==> config.mk <==
export PLATFORM = sky130hd
export DESIGN_NAME = blkrd_ctrl
export DESIGN_NICKNAME = d
export VERILOG_FILES = /design/src/rtl/blkrd_pkg.sv /design/src/rtl/blkrd_ref_timer.sv /design/src/rtl/blkrd_beat_timer.sv /design/src/rtl/blkrd_addr_mux.sv /design/src/rtl/blkrd_ctrl.sv
export SDC_FILE = /design/constraint.sdc
export NUM_CORES = 1
export LEC_CHECK = 0
export BUFFER_PORTS_ARGS = -buffer_cell sky130_fd_sc_hd__buf_2
export CORE_UTILIZATION = 45
export DETAILED_ROUTE_END_ITERATION = 7
export GPL_ROUTABILITY_DRIVEN = 0
export PLACE_DENSITY_LB_ADDON = 0.3
export SLEW_MARGIN = 20
export SYNTH_ARGS = -nofsm -noshare
export SYNTH_HDL_FRONTEND = slang
export SYNTH_HIERARCHICAL = 1
export SYNTH_SLANG_ARGS = --single-unit
==> constraint.sdc <==
create_clock -name clk -period 2.17 [get_ports clk]
set_input_delay 0.3255 -clock clk [delete_from_list [all_inputs] [get_ports clk]]
set_output_delay 0.3255 -clock clk [all_outputs]
set_load 0.02 [all_outputs]
==> src/rtl/blkrd_pkg.sv <==
package blkrd_pkg;

    typedef enum logic [1:0] {
        PH_IDLE = 2'd0,
        PH_ROW  = 2'd1,
        PH_COL  = 2'd2,
        PH_REF  = 2'd3
    } phase_e;

    typedef enum logic [1:0] {
        STY_FPM  = 2'd0,
        STY_EDO  = 2'd1,
        STY_SYNC = 2'd2
    } style_e;

    // Cycles from acceptance to the first beat for a timing style.
    function automatic int unsigned lead_cycles(style_e s);
        case (s)
            STY_FPM:  return 5;
            STY_EDO:  return 5;
            STY_SYNC: return 4;
            default:  return 5;
        endcase
    endfunction

    // Cycles between consecutive beats for a timing style.
    function automatic int unsigned gap_cycles(style_e s);
        case (s)
            STY_FPM:  return 3;
            STY_EDO:  return 2;
            STY_SYNC: return 1;
            default:  return 3;
        endcase
    endfunction

endpackage

==> src/rtl/blkrd_ref_timer.sv <==
module blkrd_ref_timer #(
    parameter int unsigned INTERVAL = 520
) (
    input  logic clk,
    input  logic rst,
    output logic tick
);
    localparam int unsigned TW = (INTERVAL > 1) ? $clog2(INTERVAL) : 1;

    logic [TW-1:0] tmr_q;

    assign tick = (tmr_q == TW'(INTERVAL - 1));

    always_ff @(posedge clk) begin
        if (rst)       tmr_q <= '0;
        else if (tick) tmr_q <= '0;
        else           tmr_q <= tmr_q + 1'b1;
    end

    AST_TICK_GAP: assert property (@(posedge clk) disable iff (rst)
        tick |=> !tick);

endmodule

==> src/rtl/blkrd_beat_timer.sv <==
module blkrd_beat_timer #(
    parameter int unsigned FIRST = 5,
    parameter int unsigned NEXT  = 2,
    parameter int unsigned BEATS = 4
) (
    input  logic                       clk,
    input  logic                       rst,
    input  logic                       start,
    input  logic                       run,
    output logic                       take,
    output logic [$clog2(BEATS)-1:0]   beat,
    output logic                       final_beat
);
    localparam int unsigned BW    = $clog2(BEATS);
    localparam int unsigned TOTAL = FIRST + (BEATS - 1) * NEXT;
    localparam int unsigned CW    = $clog2(TOTAL + NEXT + 1);

    logic [CW-1:0] cnt_q;
    logic [CW-1:0] due_q;
    logic [BW-1:0] beat_q;

    // Sample at the edge closing the cycle before the beat is due.
    assign take       = run && (cnt_q == due_q - 1'b1);
    assign beat       = beat_q;
    assign final_beat = take && (beat_q == BW'(BEATS - 1));

    always_ff @(posedge clk) begin
        if (rst) begin
            cnt_q  <= '0;
            due_q  <= '0;
            beat_q <= '0;
        end else if (start) begin
            cnt_q  <= CW'(1);
            due_q  <= CW'(FIRST);
            beat_q <= '0;
        end else if (run) begin
            cnt_q <= cnt_q + 1'b1;
            if (take) begin
                beat_q <= beat_q + 1'b1;
                due_q  <= due_q + CW'(NEXT);
            end
        end
    end

    AST_BEAT_ORDER: assert property (@(posedge clk) disable iff (rst)
        (take && !final_beat) |=> (beat_q == $past(beat_q) + 1'b1));

endmodule

==> src/rtl/blkrd_addr_mux.sv <==
module blkrd_addr_mux #(
    parameter int unsigned AW = 11,
    parameter int unsigned BW = 2
) (
    input  blkrd_pkg::phase_e phase,
    input  logic [AW-1:0]     row,
    input  logic [AW-1:0]     ref_row,
    input  logic [AW-BW-1:0]  chi,
    input  logic [BW-1:0]     beat,
    output logic [AW-1:0]     addr
);
    always_comb begin
        case (phase)
            blkrd_pkg::PH_ROW: addr = row;
            blkrd_pkg::PH_COL: addr = {chi, beat};
            blkrd_pkg::PH_REF: addr = ref_row;
            default:           addr = '0;
        endcase
    end
endmodule

==> src/rtl/blkrd_ctrl.sv <==
module blkrd_ctrl
    import blkrd_pkg::*;
#(
    parameter style_e      STYLE        = STY_EDO,
    parameter int unsigned AW           = 11,
    parameter int unsigned DW           = 64,
    parameter int unsigned BEATS        = 4,
    parameter int unsigned REF_INTERVAL = 520,
    parameter int unsigned REF_CYCLES   = 3
) (
    input  logic            clk,
    input  logic            rst,
    input  logic            req_valid,
    output logic            req_ready,
    input  logic [2*AW-1:0] req_addr,
    output logic            row_strobe,
    output logic            col_strobe,
    output logic [AW-1:0]   mem_addr,
    input  logic [DW-1:0]   mem_rdata,
    output logic            rsp_valid,
    output logic [DW-1:0]   rsp_data,
    output logic            rsp_last
);
    localparam int unsigned FIRST = lead_cycles(STYLE);
    localparam int unsigned NEXT  = gap_cycles(STYLE);
    localparam int unsigned BW    = $clog2(BEATS);
    localparam int unsigned RCW   = (REF_CYCLES > 1) ? $clog2(REF_CYCLES) : 1;

    typedef struct packed {
        logic [AW-1:0]    row;
        logic [AW-BW-1:0] chi;
    } blk_req_t;

    phase_e         phase_q, phase_d;
    blk_req_t       req_q;
    logic [AW-1:0]  ref_row_q;
    logic [RCW-1:0] ref_cnt_q;
    logic           ref_pend_q;
    logic           rsp_valid_q, rsp_last_q;
    logic [DW-1:0]  rsp_data_q;

    logic           tick, take, fin, run;
    logic [BW-1:0]  beat;
    logic           pend_now, accept, go_ref, ref_done;
    logic           ign_unused;

    assign ign_unused = ^req_addr[BW-1:0];

    blkrd_ref_timer #(.INTERVAL(REF_INTERVAL)) u_timer (
        .clk  (clk),
        .rst  (rst),
        .tick (tick)
    );

    assign run = (phase_q == PH_ROW) || (phase_q == PH_COL);

    blkrd_beat_timer #(.FIRST(FIRST), .NEXT(NEXT), .BEATS(BEATS)) u_beats (
        .clk        (clk),
        .rst        (rst),
        .start      (accept),
        .run        (run),
        .take       (take),
        .beat       (beat),
        .final_beat (fin)
    );

    blkrd_addr_mux #(.AW(AW), .BW(BW)) u_amux (
        .phase   (phase_q),
        .row     (req_q.row),
        .ref_row (ref_row_q),
        .chi     (req_q.chi),
        .beat    (beat),
        .addr    (mem_addr)
    );

    // A pending or just-arriving refresh blocks new reads.
    assign pend_now  = ref_pend_q | tick;
    assign req_ready = (phase_q == PH_IDLE) && !pend_now;
    assign accept    = req_valid && req_ready;
    assign go_ref    = (phase_q == PH_IDLE) && pend_now;
    assign ref_done  = (phase_q == PH_REF) && (ref_cnt_q == RCW'(REF_CYCLES - 1));

    always_comb begin
        phase_d = phase_q;
        case (phase_q)
            PH_IDLE: begin
                if (go_ref)      phase_d = PH_REF;
                else if (accept) phase_d = PH_ROW;
            end
            PH_ROW:  phase_d = PH_COL;
            PH_COL:  if (fin)      phase_d = PH_IDLE;
            PH_REF:  if (ref_done) phase_d = PH_IDLE;
            default: phase_d = PH_IDLE;
        endcase
    end

    always_ff @(posedge clk) begin
        if (rst) begin
            phase_q     <= PH_IDLE;
            req_q       <= '0;
            ref_row_q   <= '0;
            ref_cnt_q   <= '0;
            ref_pend_q  <= 1'b0;
            rsp_valid_q <= 1'b0;
            rsp_last_q  <= 1'b0;
            rsp_data_q  <= '0;
        end else begin
            phase_q <= phase_d;
            if (accept)
                req_q <= '{row: req_addr[2*AW-1:AW], chi: req_addr[AW-1:BW]};
            ref_pend_q <= go_ref ? 1'b0 : pend_now;
            if (go_ref)                 ref_cnt_q <= '0;
            else if (phase_q == PH_REF) ref_cnt_q <= ref_cnt_q + 1'b1;
            if (ref_done) ref_row_q <= ref_row_q + 1'b1;
            rsp_valid_q <= take;
            rsp_last_q  <= fin;
            if (take) rsp_data_q <= mem_rdata;
        end
    end

    assign row_strobe = (phase_q != PH_IDLE);
    assign col_strobe = (phase_q == PH_COL);
    assign rsp_valid  = rsp_valid_q;
    assign rsp_data   = rsp_data_q;
    assign rsp_last   = rsp_last_q;

    AST_ROW_FIRST: assert property (@(posedge clk) disable iff (rst)
        (req_valid && req_ready) |=>
            (row_strobe && !col_strobe && mem_addr == $past(req_addr[2*AW-1:AW])));

    AST_COL_AFTER_ROW: assert property (@(posedge clk) disable iff (rst)
        $rose(col_strobe) |-> $past(row_strobe));

    AST_LAST_ON_VALID: assert property (@(posedge clk) disable iff (rst)
        rsp_last |-> rsp_valid);

    AST_DATA_HOLD: assert property (@(posedge clk) disable iff (rst)
        !rsp_valid |-> $stable(rsp_data));

    AST_REF_WINS: assert property (@(posedge clk) disable iff (rst)
        (phase_q == PH_IDLE && pend_now) |=> (phase_q == PH_REF));

    AST_REF_STEP: assert property (@(posedge clk) disable iff (rst)
        ref_done |=> (ref_row_q == $past(ref_row_q) + 1'b1));

endmodule

==> metrics.md, run 1 <==
| Metric | Value |
|---|---|
| Switching power total | 1.80 mW |
| DRC violation count after routing | 0 |
| TritonRoute pass-1 iters | 4 |
| Share of final-layout standard cells stronger than drive strength 1 | 0.354 |
| Global routing usage summed across all routing layers | 0.198 |
| Die Footprint | 11800 um^2 |
| Slew of the pin with the lowest slew margin | 0.531 ns |
| Primary FF master, synth | sky130_fd_sc_hd__dfxtp_1 |
| Wire length of the first global-routing pass | 18.2 mm |
| Site Rows | 38 |
| Sw Share | 0.269 |
| Final clock period utilization by the worst path | 0.963 |
| Chip Height | 108 um |
| Global route overflow | 0 |
| Final total negative setup slack | 0 ns |
| WL final | 11.7 mm |
| Root buf cell | sky130_fd_sc_hd__clkbuf_16 |
| Total placed cells including tap cells | 827 |
| Leakage | 3.01 nW |
| Worst Path Max Fanout | 15 |
| Effective utilization at floorplan | 0.466 |
| Worst Skew | 0.00606 ns |
| Total of buffers placed on input and output ports | 166 |
| Internal power summed over all cells | 4.90 mW |
| Clock tree buffer depth | 2 |
| Clock power frac | 0.430 |
| Seq. cell area | 2450 um^2 |
| Share of total power in combinational logic | 0.203 |
| Max-cap viol count | 0 |
| Fin. max-slew vios | 0 |
| Top library cells by usage in the layout, fill and taps aside | 165 x sky130_fd_sc_hd__buf_2, 121 x sky130_fd_sc_hd__dfxtp_1, 90 x sky130_fd_sc_hd__nor2_1 |
| Area growth from synthesis to final layout | 34.3% |
| Reg2reg setup slack | 0.12 ns |
| Arr. time, crit path | 1.77 ns |
| Routed length per instance | 13.7 um |
| Antenna violations before repair | 0 |
| Gate count after technology mapping | 529 |
| Highest clock frequency the design can meet | 478 MHz |
| Number of enable flip-flop cells after synthesis | 0 |
| DRC marker count from the first detailed-route iteration | 242 |
| Routed Antenna Nets | 0 |
| Count of filler cells inserted in the layout | 915 |
| Number of clock sinks | 122 |
| Hold violation total from the final report | 0 |
| Maximum level of the CTS H-tree | 4 |
| Type of the worst setup path | register to output port |
| Pre-CTS worst setup slack | -0.0964 ns |
| Normalized max-slew margin | 0.646 |
| Total inserted antenna cells | 0 |
| Crit path cell chain | buf_4 > nor2b_4 > a22o_1 > buf_2 |
| Post-Route Hold Slack | 0.158 ns |
| Sum of net half-perimeters after detailed placement | 8.35 mm |
| Worst VDD drop | 0.585 mV |
| Pin count of the biggest net entering global routing | 62 |
| Via count | 4358 |
| Number of global-route vias before repair | 4094 |
| Multi-input gate area | 2530 um^2 |
| Sequential fraction of the synthesis area | 0.479 |
| Cell area after layout | 6850 um^2 |
| Later-pin clock latency in the skew report | 0.40 ns |
| Crit end category | output port |
| Placeable core region | 10900 um^2 |
| R2R depth | 10 |
| Endpoint required time on the critical path | 1.84 ns |
| Net count of the finished layout | 810 |
| Fin cells | 860 |
| Number of flip-flops and latches in the synthesized netlist | 122 |
| Number of CTS-inserted buffers | 17 |
| Share of synthesized registers carrying an async set or reset | 0 |
| Synthesized net count | 631 |
| Number of stages on the worst hold path | 3 |
| Setup slack after layout | 0.0793 ns |
| Nature of the critical path startpoint | register |
| Worst min-delay path class | input port to register |
| Count of final setup violators | 0 |
| Fraction of the core area covered by cells at the end of the flow | 0.626 |
| Io pins | 169 |
| Status | finished clean |
| Post-Syn Area per Cell | 9.63 um^2 |
| Total power divided by cell area | 979 nW/um^2 |
| Cell type of the slowest stage on the worst timing path | sky130_fd_sc_hd__nor2b_4 |
| Library cells used by synthesis | 47 |
| Ratio of routed vias to standard cells | 5.07 |
| Number of warnings issued by yosys | 6 |
| Sequential share of power | 0.367 |
| CTS tree | built |
| Post-layout power | 6.70 mW |
| Area of the mapped netlist | 5100 um^2 |
| Stage delay of the slowest cell on the critical path | 0.37 ns |
| Post-route minimum period | 2.09 ns |
| Clock slew at the register clock pins of the worst setup and hold paths | 0.05 ns |
| Post-DP Area | 6150 um^2 |
| Die outline width | 108 um |
| Commonest non-fill, non-tap cell in the layout | sky130_fd_sc_hd__buf_2 |
| RSZ-0062 raised after global routing | yes |
## per-layer routing
metal	part of all wire	global-route usage
met4	0.013	0.0985
met5	0	0
met2	0.52	0.347
met1	0.41	0.225
met3	0.051	0.0470
## cell usage after synthesis (2+ instances only)
| cell | count | area share |
|---|---|---|
| sky130_fd_sc_hd__dfxtp_1 | 122 | 0.48 |
| sky130_fd_sc_hd__nor2_1 | 90 | 0.066 |
| sky130_fd_sc_hd__mux2i_1 | 67 | 0.13 |
| sky130_fd_sc_hd__nand2_1 | 54 | 0.040 |
| sky130_fd_sc_hd__a21oi_1 | 32 | 0.031 |
| sky130_fd_sc_hd__inv_1 | 16 | 0.012 |
| sky130_fd_sc_hd__buf_2 | 13 | 0.013 |
| sky130_fd_sc_hd__ha_1 | 13 | 0.032 |
| sky130_fd_sc_hd__a22o_1 | 12 | 0.021 |
| sky130_fd_sc_hd__xor2_1 | 11 | 0.019 |
| sky130_fd_sc_hd__mux2_4 | 10 | 0.029 |
| sky130_fd_sc_hd__buf_1 | 8 | 0.0059 |
| sky130_fd_sc_hd__o21ai_0 | 8 | 0.0079 |
| sky130_fd_sc_hd__nand3_1 | 7 | 0.0069 |
| sky130_fd_sc_hd__or3_1 | 6 | 0.0074 |
| sky130_fd_sc_hd__clkbuf_1 | 5 | 0.0037 |
| sky130_fd_sc_hd__o31ai_1 | 5 | 0.0074 |
| sky130_fd_sc_hd__xnor2_1 | 4 | 0.0069 |
| sky130_fd_sc_hd__mux2_2 | 3 | 0.0066 |
| sky130_fd_sc_hd__nand4_1 | 3 | 0.0037 |
| sky130_fd_sc_hd__nand4_2 | 3 | 0.0074 |
| sky130_fd_sc_hd__nor4_1 | 3 | 0.0037 |
| sky130_fd_sc_hd__or4_1 | 3 | 0.0044 |
| sky130_fd_sc_hd__a211oi_1 | 2 | 0.0029 |
| sky130_fd_sc_hd__nand3_2 | 2 | 0.0039 |
| sky130_fd_sc_hd__nor2b_1 | 2 | 0.0025 |
| sky130_fd_sc_hd__nor3b_1 | 2 | 0.0029 |
| sky130_fd_sc_hd__or2_2 | 2 | 0.0025 |
| sky130_fd_sc_hd__or3_2 | 2 | 0.0029 |
| sky130_fd_sc_hd__xor2_2 | 2 | 0.0064 |
## kinds of logic after synthesis
logic type      after synthesis  share of synthesized area
buf+inv                      43                     0.0363
xor+xnor                     17                     0.0322
mux                          80                      0.168
flops                       122                      0.479
fa+ha+maj                    13                     0.0319
simple gates                187                      0.169
compound gates               67                     0.0840
## cell type report
| cell class | count | area share |
|---|---|---|
| clock buffers | 24 | 0.0733 |
| clock inverters | 7 | 0.0165 |
| inverters | 16 | 0.00914 |
| multi-input cells | 364 | 0.370 |
| flip-flops and latches | 122 | 0.357 |
| well taps | 140 | 0.0256 |
| repair buffers | 187 | 0.148 |
## worst max-delay path: cells and delay by family (launching register included)
family,cells,cell delay (ns)
flip-flops,1,0.33
buffers and inverters,2,0.43
AND/OR/NAND/NOR,1,0.37
AO/OA/AOI/OAI,1,0.21
## final timing paths
kind	to	from
min	rsp_data[35]	mem_rdata[35]
max reg2reg	phase_q[0]	u_beats/due_q[1]
max	mem_addr[1]	phase_q[1]
min reg2reg	req_q[15]	req_q[15]
## sequential cells by signal, summed over array words and instances, names as in the netlist
register       cells
rsp_last           1
u_beats/beat       2
ref_cnt_q          2
req_q             20
u_beats/cnt_q      4
ref_pend_q         1
rsp_valid          1
ref_row_q         11
u_timer/tmr_q     10
rsp_data          64
phase_q            2
u_beats/due_q      4
## power groups by stage
stage | Combinational (mW) | Sequential (mW) | Clock, mW
final | 1.36 | 2.46 | 2.88
after global routing | 1.49 | 2.48 | 3.03
after CTS | 1.35 | 2.46 | 2.95
after detailed placement | 1.30 | 2.50 | 0
after global placement | 1.24 | 2.50 | 0
after floorplan | 0.842 | 2.54 | 0
## timing repair
action	CTS	global route
buffers inserted	1	1
resized for setup	5	8
hold buffers	0	0
endpoints found under the setup margin	21	63
pin swaps	1	6
No activity file was read; power rests on OpenSTA's default activity.
==> run 2: changes to the inputs <==
--- a/config.mk
+++ b/config.mk
@@ -5,6 +5,7 @@
 export SDC_FILE = /design/constraint.sdc
 export NUM_CORES = 1
 export LEC_CHECK = 0
+export ABC_CLOCK_PERIOD_IN_PS = 2170
 export BUFFER_PORTS_ARGS = -buffer_cell sky130_fd_sc_hd__buf_2
 export CORE_UTILIZATION = 45
 export DETAILED_ROUTE_END_ITERATION = 7
==> constraint.sdc (replaced) <==
create_clock -name clk -period 2.17 [get_ports clk]
set_input_delay 0.217 -clock clk [delete_from_list [all_inputs] [get_ports clk]]
set_output_delay 0.217 -clock clk [all_outputs]
set_load 0.02 [all_outputs]
==> run 2 against run 1 <==
Die area unchanged. Via count down 0.37%. Cell area is 1.5% higher. Global-route usage is 0.30 points lower. Clock skew is essentially flat. Non-clock buffer count fell by 2. Power is 5.0% higher. Clock-buffer cell count decreased by 1. Sequential cell count unchanged. Maximum frequency increased by 2.3%. Critical path type is now register to register. Critical endpoint is now phase_q[0].
==> metrics.md, run 2 (same netlist as run 1, synthesis figures left out) <==
| Metric | Value |
|---|---|
| Status | finished clean |
| Effective utilization at floorplan | 0.466 |
| Clock power frac | 0.456 |
| Io pins | 169 |
| Later-pin clock latency in the skew report | 0.40 ns |
| Met3 wire len | 519 um |
| Die outline width | 108 um |
| Wire length of the first global-routing pass | 17.9 mm |
| Type of the worst setup path | register to register |
| Count of final setup violators | 0 |
| Routed Antenna Nets | 0 |
| Endpoint required time on the critical path | 2.51 ns |
| Ratio of routed vias to standard cells | 5.07 |
| Worst Skew | 0.00631 ns |
| Top library cells by usage in the layout, fill and taps aside | 165 x sky130_fd_sc_hd__buf_2, 121 x sky130_fd_sc_hd__dfxtp_1, 90 x sky130_fd_sc_hd__nor2_1 |
| Placeable core region | 10900 um^2 |
| Final clock period utilization by the worst path | 0.941 |
| Worst Path Max Fanout | 4 |
| Worst min-delay path class | input port to register |
| Crit end category | register |
| DRC violation count after routing | 0 |
| Count of filler cells inserted in the layout | 908 |
| Antenna violations before repair | 0 |
| Share of final-layout standard cells stronger than drive strength 1 | 0.353 |
| Die Footprint | 11800 um^2 |
| Sum of net half-perimeters after detailed placement | 8.31 mm |
| Area growth from synthesis to final layout | 36.3% |
| Hold-fix buffers at CTS | 0 |
| Normalized max-slew margin | 0.554 |
| Top layer used by detailed routing | met4 |
| Clock slew at the register clock pins of the worst setup and hold paths | 0.05 ns |
| Length of routed met2 wiring | 6.20 mm |
| WL final | 12.0 mm |
| RSZ-0062 raised after global routing | yes |
| Leakage | 3.05 nW |
| Via count | 4342 |
| Site Rows | 38 |
| Nature of the critical path startpoint | register |
| Post-route minimum period | 2.04 ns |
| Number of global-route vias before repair | 4040 |
| Root buf cell | sky130_fd_sc_hd__clkbuf_16 |
| Hold violation total from the final report | 0 |
| Arr. time, crit path | 2.39 ns |
| Total of buffers placed on input and output ports | 166 |
| Commonest non-fill, non-tap cell in the layout | sky130_fd_sc_hd__buf_2 |
| M1 WL | 5.02 mm |
| Total power divided by cell area | 1010 nW/um^2 |
| Sequential share of power | 0.350 |
| Clock tree buffer depth | 2 |
| Routed length per instance | 13.9 um |
| Cell type of the slowest stage on the worst timing path | sky130_fd_sc_hd__dfxtp_4 |
| Setup slack after layout | 0.127 ns |
| Net count of the finished layout | 808 |
| Number of CTS-inserted buffers | 17 |
| Sw Share | 0.253 |
| TritonRoute pass-1 iters | 4 |
| Fin. max-slew vios | 0 |
| Maximum level of the CTS H-tree | 4 |
| Highest clock frequency the design can meet | 489 MHz |
| Crit path cell chain | inv_4 > ha_4 > xor2_2 > nand3_2 > nor3_4 > and2_1 > inv_1 > a222oi_1 > buf_4 > o221a_2 |
| Switching power total | 1.78 mW |
| Worst VDD drop | 0.612 mV |
| Internal power summed over all cells | 5.25 mW |
| Number of clock sinks | 122 |
| CTS tree | built |
| Pin count of the biggest net entering global routing | 63 |
| Flip-flop count of the largest register, all copies and words added | 64 |
| Fraction of the core area covered by cells at the end of the flow | 0.635 |
| Share of total power in combinational logic | 0.194 |
| Slew of the pin with the lowest slew margin | 0.669 ns |
| Total inserted antenna cells | 0 |
| Global routing usage summed across all routing layers | 0.195 |
| Max-cap viol count | 0 |
| Stage delay of the slowest cell on the critical path | 0.37 ns |
| Post-layout power | 7.04 mW |
| Global route overflow | 0 |
| Chip Height | 108 um |
| Pre-CTS worst setup slack | -0.0223 ns |
| DRC marker count from the first detailed-route iteration | 244 |
[run 2: changes by cell type in the layout (fill, tap and decap cells not counted), sizes merged]
cell | before | now
buf | 187 | 183
clkinv | 3 | 1
bufinv | 3 | 6
clkbuf | 24 | 25
clkinvlp | 1 | 0
[run 2: cell type report]
| type | instances | area [um^2] | share of cell area |
|---|---|---|---|
| inverters | 16 | 62.6 | 0.00900 |
| clock buffers | 23 | 498 | 0.0717 |
| multi-input cells | 364 | 2520 | 0.363 |
| clock inverters | 7 | 185 | 0.0267 |
| flip-flops and latches | 122 | 2450 | 0.352 |
| well taps | 140 | 175 | 0.0252 |
| repair buffers | 185 | 1060 | 0.152 |
[run 2: worst paths after layout]
path / to / depth (start not counted) / slack (ns) / startpoint
hold reg to reg: u_timer/tmr_q[0] / 1 / 0.45 / u_timer/tmr_q[0]
setup / recovery: phase_q[0] / 10 / 0.13 / u_beats/due_q[1]
setup reg to reg: phase_q[0] / 10 / 0.13 / u_beats/due_q[1]
hold / removal: rsp_data[17] / 3 / 0.05 / mem_rdata[17]
[run 2: repair_timing]
action | in CTS | in global routing
endpoints found under the setup margin | 5 | 72
pin swaps | 2 | 6
gates resized for setup | 2 | 11
buffers inserted | 1 | 1
cloned | 0 | 2
[run 2: worst max-delay path, delay by kind of cell, from the launching register on]
kind	cells	cell delay (ns)
AND/OR/NAND/NOR	3	0.48
AO/OA/AOI/OAI	2	0.45
flip-flops	1	0.37
buffers and inverters	3	0.28
adder cells (fa/ha/maj)	1	0.26
XOR/XNOR	1	0.15
[run 2: through the flow]
| stage | cell area (um^2) | setup TNS [ns] | instances | hold slack [ns] |
|---|---|---|---|---|
| 2_1_floorplan | 5100 | -0.932 | 529 | 0.289 |
| 5_1_grt | 6950 | -0.0179 | 857 | 0.0491 |
| 6_report | 6950 | 0 | 857 | 0.0479 |
| 3_5_place_dp | 6140 | -0.0223 | 823 | 0.447 |
| 4_1_cts | 6840 | -0.00710 | 854 | 0.0366 |
| 3_3_place_gp | 6140 | 0 | 823 | 0.441 |
[run 2: per-layer routing]
metal	global-route usage	up-vias
li1	-	2157
met1	0.217	2053
met2	0.349	113
met3	0.0506	19
met4	0.0849	0
met5	0	-
[run 2: power groups by stage]
stage | clock network, mW | registers, mW | logic, mW
3_3_place_gp | 0 | 2.50 | 1.24
5_1_grt | 3.37 | 2.48 | 1.50
3_5_place_dp | 0 | 2.51 | 1.29
2_1_floorplan | 0 | 2.54 | 0.842
6_report | 3.21 | 2.46 | 1.36
4_1_cts | 3.27 | 2.46 | 1.32
==> run 3: changes to the inputs <==
--- a/config.mk
+++ b/config.mk
@@ -5,6 +5,7 @@
 export SDC_FILE = /design/constraint.sdc
 export NUM_CORES = 1
 export LEC_CHECK = 0
+export ABC_AREA = 1
 export ABC_CLOCK_PERIOD_IN_PS = 2170
 export BUFFER_PORTS_ARGS = -buffer_cell sky130_fd_sc_hd__buf_2
 export CORE_UTILIZATION = 45
==> run 3 against run 2 <==
The run now ends with DRC left. Cell area is 0.59% lower. Routed wire length up 8.1%. Cell count is 19% higher. Sequential power grew 4%. Combinational power increased by 16%. Power increased by 1.5%. Critical path depth fell by 3. Utilization decreased by 3.6 points. Sequential cell count did not move. Global-route usage up 1.9 points.
==> metrics.md, run 3 <==
| Metric | Value |
|---|---|
| Hold-fix buffers at CTS | 0 |
| Hold violation total from the final report | 0 |
| DRC violation count after routing | 14 |
| WL final | 12.9 mm |
| Die outline width | 111 um |
| Effective utilization at floorplan | 0.465 |
| Fin. max-slew vios | 0 |
| Root buf cell | sky130_fd_sc_hd__clkbuf_16 |
| Total of buffers placed on input and output ports | 166 |
| Top library cells by usage in the layout, fill and taps aside | 167 x sky130_fd_sc_hd__nor2_1, 166 x sky130_fd_sc_hd__buf_2, 121 x sky130_fd_sc_hd__dfxtp_1 |
| Number of global-route vias before repair | 4703 |
| Net count of the finished layout | 964 |
| Reg2reg setup slack | 0.21 ns |
| Seq. cell area | 2440 um^2 |
| Routed length per instance | 12.7 um |
| Type of the worst setup path | register to output port |
| Wire length of the first global-routing pass | 21.5 mm |
| Via count | 4907 |
| Number of clock sinks | 122 |
| Fraction of the core area covered by cells at the end of the flow | 0.600 |
| Gate count after technology mapping | 702 |
| Io pins | 169 |
| Highest clock frequency the design can meet | 504 MHz |
| Crit end category | output port |
| Post-Route Hold Slack | 0.0319 ns |
| Slew of the pin with the lowest slew margin | 0.470 ns |
| Count of filler cells inserted in the layout | 1080 |
| Global routing usage summed across all routing layers | 0.215 |
| Synthesized net count | 804 |
| Synth top area share | 0.456 |
| Synth area leader | sky130_fd_sc_hd__dfxtp_1 |
| Antenna violations before repair | 0 |
| Leading cell types by total area after synthesis | sky130_fd_sc_hd__dfxtp_1 46%, sky130_fd_sc_hd__nor2_1 12%, sky130_fd_sc_hd__o21ai_0 7.0% |
| Multi-input gate area | 2490 um^2 |
| Library cells used by synthesis | 28 |
| Flip-flop count of the largest register, all copies and words added | 64 |
| Violated checks | DRC |
| Post-synthesis xor/xnor area fraction | 0.0147 |
| RSZ-0062 raised after global routing | yes |
| Worst min-delay path class | input port to register |
| Primary FF master, synth | sky130_fd_sc_hd__dfxtp_1 |
| Critical path capture point | req_ready |
| Area growth from synthesis to final layout | 29.0% |
| Max-cap viol count | 0 |
| Final clock period utilization by the worst path | 0.914 |
| Cell area after layout | 6910 um^2 |
| Pre-CTS worst setup slack | 0.214 ns |
| Number of CTS-inserted buffers | 17 |
| Placeable core region | 11500 um^2 |
| Worst Path Max Fanout | 5 |
| Sequential fraction of the synthesis area | 0.456 |
| Area of the mapped netlist | 5350 um^2 |
| Ratio of routed vias to standard cells | 4.82 |
| Pin count of the biggest net entering global routing | 69 |
| Most frequent cell after synthesis | sky130_fd_sc_hd__nor2_1 |
| Post-layout power | 7.14 mW |
| Arr. time, crit path | 1.77 ns |
| Routed Antenna Nets | 0 |
| Global route overflow | 0 |
| Commonest non-fill, non-tap cell in the layout | sky130_fd_sc_hd__nor2_1 |
| Share of final-layout standard cells stronger than drive strength 1 | 0.315 |
| Number of warnings issued by yosys | 6 |
| Final total negative setup slack | 0 ns |
| Share of synthesized registers carrying an async set or reset | 0 |
| Post-DP Area | 6220 um^2 |
| Compound-gate portion of the synthesized area | 0.121 |
| Sum of net half-perimeters after detailed placement | 8.47 mm |
| Chip Height | 111 um |
| Maximum level of the CTS H-tree | 4 |
| Nature of the critical path startpoint | register |
| Post-Syn Area per Cell | 7.63 um^2 |
| Post-route minimum period | 1.98 ns |
| Endpoint required time on the critical path | 1.95 ns |
| Clock tree buffer depth | 2 |
| Leakage | 3.35 nW |
| Total power divided by cell area | 1030 nW/um^2 |
| Site Rows | 39 |
| Reg-to-Reg End | rsp_data[11] |
| Worst Skew | 0.00989 ns |
| Total inserted antenna cells | 0 |
| Fin cells | 1018 |
| Combinational family with the most area after synthesis | simple AND/OR/NAND/NOR gates |
| Clock slew at the register clock pins of the worst setup and hold paths | 0.05 ns |
| Commonest cells post-synth | 170 x sky130_fd_sc_hd__nor2_1, 122 x sky130_fd_sc_hd__dfxtp_1, 85 x sky130_fd_sc_hd__nand2_1 |
| R2R depth | 12 |
| DRC marker count from the first detailed-route iteration | 261 |
| Startpoint of the worst-slack reg-to-reg timing path | phase_q[0] |
| Number of enable flip-flop cells after synthesis | 0 |
| Number of flip-flops and latches in the synthesized netlist | 122 |
| Worst VDD drop | 0.558 mV |
| Total placed cells including tap cells | 985 |
| Setup slack after layout | 0.186 ns |
| Later-pin clock latency in the skew report | 0.41 ns |
| Status | finished, violations left |
| Normalized max-slew margin | 0.686 |
| Portion of netlist area occupied by mux cells | 0 |
| Die Footprint | 12300 um^2 |
| Count of final setup violators | 0 |
| Start point of the critical path | u_timer/tmr_q[0] |
| TritonRoute pass-1 iters | 7 |
| Area share of fa/ha/maj cells after synthesis | 0.0304 |
| Post-synthesis share of cell area spent on and, or, nand and nor gates | 0.297 |
| CTS tree | built |
## run 3: what timing repair did
item | 4_1_cts | 5_1_grt
endpoints found under the setup margin | 0 | 17
buffers inserted | 0 | 0
gates resized for setup | 0 | 6
## run 3: worst max-delay path, cell delays in order (launching register included)
cell	delay, ns
sky130_fd_sc_hd__dfxtp_1	0.37
sky130_fd_sc_hd__ha_1	0.22
sky130_fd_sc_hd__nand3_1	0.15
sky130_fd_sc_hd__nor2_1	0.25
sky130_fd_sc_hd__nor2_4	0.09
sky130_fd_sc_hd__nand2_1	0.09
sky130_fd_sc_hd__inv_1	0.05
sky130_fd_sc_hd__buf_2	0.15
## run 3: how the worst min path moves through the flow
stage	depth (start not counted)	startpoint	slack (ns)	end
2_1_floorplan	1	rst	0.29	u_beats/cnt_q[0]
6_report	3	mem_rdata[5]	0.03	rsp_data[5]
3_3_place_gp	3	mem_rdata[35]	0.44	rsp_data[35]
3_5_place_dp	3	mem_rdata[60]	0.44	rsp_data[60]
4_1_cts	3	mem_rdata[24]	0.02	rsp_data[24]
5_1_grt	3	mem_rdata[24]	0.01	rsp_data[24]
## run 3: per-layer routing
metal / share of wire / up-vias / wire length [um] / track usage
met5: 0 / - / 0 / 0
met2: 0.45 / 152 / 5770 / 0.358
met1: 0.47 / 2188 / 6110 / 0.257
met3: 0.075 / 4 / 968 / 0.0864
li1: - / 2563 / - / -
met4: 0.0053 / 0 / 69 / 0.0577
## run 3: cell type report
class,count,share of cell area
inverters,53,0.0292
clock inverters,10,0.0239
multi-input cells,492,0.360
repair buffers,176,0.138
flip-flops and latches,122,0.354
well taps,143,0.0259
clock buffers,22,0.0687
## run 3: report_power, final
group / switching (mW) / internal (mW)
combinational: 1.05 / 0.534
clock: 0.991 / 2.01
sequential: 0.114 / 2.44
total: 2.16 / 4.99
## run 3: cell families after synthesis
| logic type | after synthesis |
|---|---|
| and+or+nand+nor | 358 |
| xor gates and xnor gates | 9 |
| buffers and inverters | 88 |
| adders and majority gates | 13 |
| DFF | 122 |
| AOI/OAI and AO/OA | 112 |
